$ cat config.mk
export PLATFORM = sky130hd
export DESIGN_NAME = fsh_funnel_shifter
export DESIGN_NICKNAME = d
export VERILOG_FILES = /design/src/rtl/fsh_pkg.sv /design/src/rtl/fsh_word_select.sv /design/src/rtl/fsh_extract.sv /design/src/rtl/fsh_funnel_shifter.sv
export SDC_FILE = /design/constraint.sdc
export NUM_CORES = 1
export LEC_CHECK = 0
export ABC_CLOCK_PERIOD_IN_PS = 2700
export BUFFER_PORTS_ARGS = -buffer_cell sky130_fd_sc_hd__buf_2
export CAP_MARGIN = 10
export CORE_MARGIN = 8
export CORE_UTILIZATION = 32
export DETAILED_ROUTE_END_ITERATION = 12
export PLACE_DENSITY = 0.53
export SLEW_MARGIN = 20
export SYNTH_ARGS = -nofsm -noshare
export SYNTH_HDL_FRONTEND = slang
export SYNTH_SLANG_ARGS = --single-unit
export TNS_END_PERCENT = 30
$ cat constraint.sdc
create_clock -name vclk -period 2.7
set_input_delay 0.135 -clock vclk [all_inputs]
set_output_delay 0.135 -clock vclk [all_outputs]
set_load 0.1 [all_outputs]
$ cat src/rtl/fsh_pkg.sv
package fsh_pkg;

   typedef enum logic [1:0] {
      FSH_LSR = 2'b00,
      FSH_ASR = 2'b01,
      FSH_ROR = 2'b10,
      FSH_LSL = 2'b11
   } fsh_op_e;

endpackage

$ cat src/rtl/fsh_word_select.sv
module fsh_word_select
   import fsh_pkg::*;
#(
   parameter int N  = 32,
   localparam int AW = $clog2(N)
) (
   input  logic [N-1:0]  opnd_i,
   input  logic [AW-1:0] amt_i,
   input  logic [1:0]    op_i,
   output logic [N-1:0]  hi_o,
   output logic [N-1:0]  lo_o,
   output logic [AW:0]   pos_o
);

   localparam logic [AW:0] FULL_POS = (AW+1)'(N);

   fsh_op_e op;
   assign op = fsh_op_e'(op_i);

   always_comb begin
      hi_o  = '0;
      lo_o  = opnd_i;
      pos_o = {1'b0, amt_i};
      unique case (op)
         FSH_LSR: begin
            hi_o = '0;
            lo_o = opnd_i;
         end
         FSH_ASR: begin
            hi_o = {N{opnd_i[N-1]}};
            lo_o = opnd_i;
         end
         FSH_ROR: begin
            hi_o = opnd_i;
            lo_o = opnd_i;
         end
         FSH_LSL: begin
            hi_o  = opnd_i;
            lo_o  = '0;
            pos_o = FULL_POS - {1'b0, amt_i};
         end
         default: begin
            hi_o = '0;
            lo_o = opnd_i;
         end
      endcase
   end

endmodule

$ cat src/rtl/fsh_extract.sv
module fsh_extract #(
   parameter int N  = 32,
   localparam int SW = $clog2(2*N),
   localparam int DW = 2*N
) (
   input  logic [N-1:0]  hi_i,
   input  logic [N-1:0]  lo_i,
   input  logic [SW-1:0] pos_i,
   output logic [N-1:0]  win_o
);

   logic [DW-1:0] stage [0:SW];

   assign stage[0] = {hi_i, lo_i};

   for (genvar k = 0; k < SW; k++) begin : g_stage
      localparam int STEP = 1 << k;
      assign stage[k+1] = pos_i[k] ? (stage[k] >> STEP) : stage[k];
   end

   assign win_o = stage[SW][N-1:0];

   logic unused_upper;
   assign unused_upper = ^stage[SW][DW-1:N];

endmodule

$ cat src/rtl/fsh_funnel_shifter.sv
module fsh_funnel_shifter #(
   parameter int N  = 32,
   localparam int AW = $clog2(N)
) (
   input  logic [N-1:0]  opnd_i,
   input  logic [AW-1:0] amt_i,
   input  logic [1:0]    op_i,
   output logic [N-1:0]  res_o
);

   if (N < 2 || (1 << AW) != N) begin : g_bad_width
      $error("fsh_funnel_shifter: N must be a power of two of at least 2");
   end

   logic [N-1:0] hi_w;
   logic [N-1:0] lo_w;
   logic [AW:0]  pos_w;

   fsh_word_select #(.N(N)) u_sel (
      .opnd_i (opnd_i),
      .amt_i  (amt_i),
      .op_i   (op_i),
      .hi_o   (hi_w),
      .lo_o   (lo_w),
      .pos_o  (pos_w)
   );

   fsh_extract #(.N(N)) u_ext (
      .hi_i  (hi_w),
      .lo_i  (lo_w),
      .pos_i (pos_w),
      .win_o (res_o)
   );

endmodule

==> out/qor.yml <==
min_path_type: "in2out"
die_x_um: 125
max_slew_margin: 0.625
ant_nets: 0
area_delta_synth_final_pct: 61.1
dieArea_um2: 15600
p_leak_uw: 0.00258
grt_pass1_vias: 5445
yosysWarningCount: 0
fin_ws_ps: 41.3
rows: 40
dp_hpwl_mm: 15.9
port_buffers: 71
regArea_um2: 0
start_kind: "input port"
cp_max_fo: 5
grtUsageTotal: 0.243
dieHeight_um: 125
place_ws_ps: -154
stdcell_area_um2: 6120
crit_type: "in2out"
start_util: 0.322
netlist_instances: 542
wl_mm: 19.8
synth.distinct_cells: 68
worstPathArrival_ps: 2520
max_freq_ghz: 0.376
fill_cells: 1165
multi_input_area_um2: 4010
layoutNonFillerInstCount: 830
cp.required_ps: 2570
period_share: 0.985
synth.avg_cell_area_um2: 7.01
drive_gt1_frac: 0.445
hold_viol_final: 0
netlist_area_um2: 3800
hold_buffers: 0
yosysSeqAreaShare: 0
drcViolationCount: 0
grt_max_degree: 42
worstHoldPathCells: 6
vias: 5199
power_density_nw_per_um2: 487
vias_per_cell: 6.26
n_sequential_cell: 0
layout_commonest_cell: "buf_4"
core_um2: 11800
cap_violations: 0
drt-pass1-iter-count: 5
status: "finished clean"
final_cell_mix: "111 x buf_4, 74 x nand2_1, 70 x mux2i_1, 55 x nor2_1"
io_pins: 71
antenna_found_initial: 0
antenna_cells: 0
synth_nets: 582
holdWs_ps: 1050
gp_congestion: 0.956
finalMaxSlewViolations: 0
nets: 725
crit_path_end_kind: "output pin"
grt_pass1_wl_mm: 30.8
period_minus_slack_ps: 2660
placed_area_um2: 5730
post-route-util: 0.519
tightest_slew_ps: 560
setup_viol: 0
wl_per_cell_um: 23.9
vdd_ir_drop_max_uv: 419
grt_overflow: 0
rsz0062_at_grt: "yes"
drt_iter0_drc: 502
n_clock_buffer: 0
dp_cells: 821
==> critical path, stage by stage <==
cell       delay [ps]
buf_2             100
inv_2              60
ha_4              160
nand3b_4          200
xnor2_4           320
clkbuf_16         230
mux2i_2           330
o22ai_1           160
a221oi_2          330
buf_4             180
o32ai_4            70
buf_4             240
==> power breakdown <==
part	internal [uW]	total (uW)	switching (uW)	leakage, uW
Sequential	0	0	0	0
Clock	0	0	0	0
Combinational	1140	2980	1850	0.00258
==> routing by layer <==
layer | wire length [um] | GRT usage | vias to the layer above
li1 | - | - | 2390
met1 | 7950 | 0.291 | 2507
met2 | 9840 | 0.423 | 244
met3 | 1170 | 0.0302 | 58
met4 | 865 | 0.113 | 0
met5 | 0 | 0 | -
==> timing repair <==
action / in CTS / in global routing
gates resized for setup: 10 / 48
setup buffers: 1 / 6
endpoints found under the setup margin: 7 / 30
hold endpoints to repair: 0 / 0
pin swaps: 0 / 6
gates cloned: 0 / 2
==> kinds of logic after synthesis <==
group,share of synthesized area
AO/OA/AOI/OAI,0.377
XOR/XNOR,0.0296
adder cells (fa/ha/maj),0.00329
buffers and inverters,0.0892
multiplexers,0.294
AND/OR/NAND/NOR,0.207
==> stage by stage <==
stage / setup TNS [ps] / power, uW
2_1_floorplan: -10890 / 1800
3_3_place_gp: -549 / 2810
3_5_place_dp: -609 / 2820
4_1_cts: -0.649 / 2850
5_1_grt: -185 / 3110
6_report: 0 / 2980
==> cell type report <==
cell class,instances,area share
multi-input combinational,483,0.654
tap,147,0.0300
timing repair buffer,196,0.313
inverter,4,0.00327
==> synthesized netlist by cell type, types with 2 or more instances <==
| cell type | instances | area share |
|---|---|---|
| a211oi_1 | 4 | 0.0079 |
| a21o_1 | 3 | 0.0059 |
| a21oi_1 | 47 | 0.062 |
| a221oi_1 | 8 | 0.018 |
| a221oi_2 | 2 | 0.0079 |
| a22oi_1 | 2 | 0.0039 |
| a2bb2oi_1 | 3 | 0.0069 |
| a31oi_1 | 5 | 0.0082 |
| a32o_1 | 2 | 0.0053 |
| a32oi_1 | 3 | 0.0069 |
| and3_1 | 5 | 0.0082 |
| buf_2 | 31 | 0.041 |
| buf_4 | 9 | 0.018 |
| buf_6 | 6 | 0.018 |
| clkbuf_1 | 8 | 0.0079 |
| inv_1 | 3 | 0.0030 |
| mux2_2 | 7 | 0.021 |
| mux2i_1 | 87 | 0.23 |
| mux4_2 | 7 | 0.041 |
| nand2_1 | 76 | 0.075 |
| nand3_1 | 13 | 0.017 |
| nor2_1 | 57 | 0.056 |
| nor2_4 | 2 | 0.0059 |
| nor2b_1 | 3 | 0.0049 |
| nor3_1 | 8 | 0.011 |
| nor4_1 | 2 | 0.0033 |
| o2111ai_1 | 2 | 0.0046 |
| o211ai_1 | 5 | 0.0099 |
| o21ai_0 | 20 | 0.026 |
| o21ai_1 | 7 | 0.0092 |
| o221ai_1 | 10 | 0.023 |
| o22a_1 | 9 | 0.021 |
| o22ai_1 | 40 | 0.066 |
| o2bb2ai_1 | 2 | 0.0046 |
| o32a_1 | 2 | 0.0053 |
| o32ai_1 | 6 | 0.014 |
| o32ai_2 | 2 | 0.0086 |
| or3_1 | 2 | 0.0033 |
| xnor2_2 | 2 | 0.0086 |
| xnor2_4 | 2 | 0.014 |
==> worst paths after layout <==
check | end | start | slack (ps)
hold / removal | res_o[31] | amt_i[0] | 1050
setup / recovery | res_o[16] | amt_i[1] | 40
(Power assumes the default switching activity.)
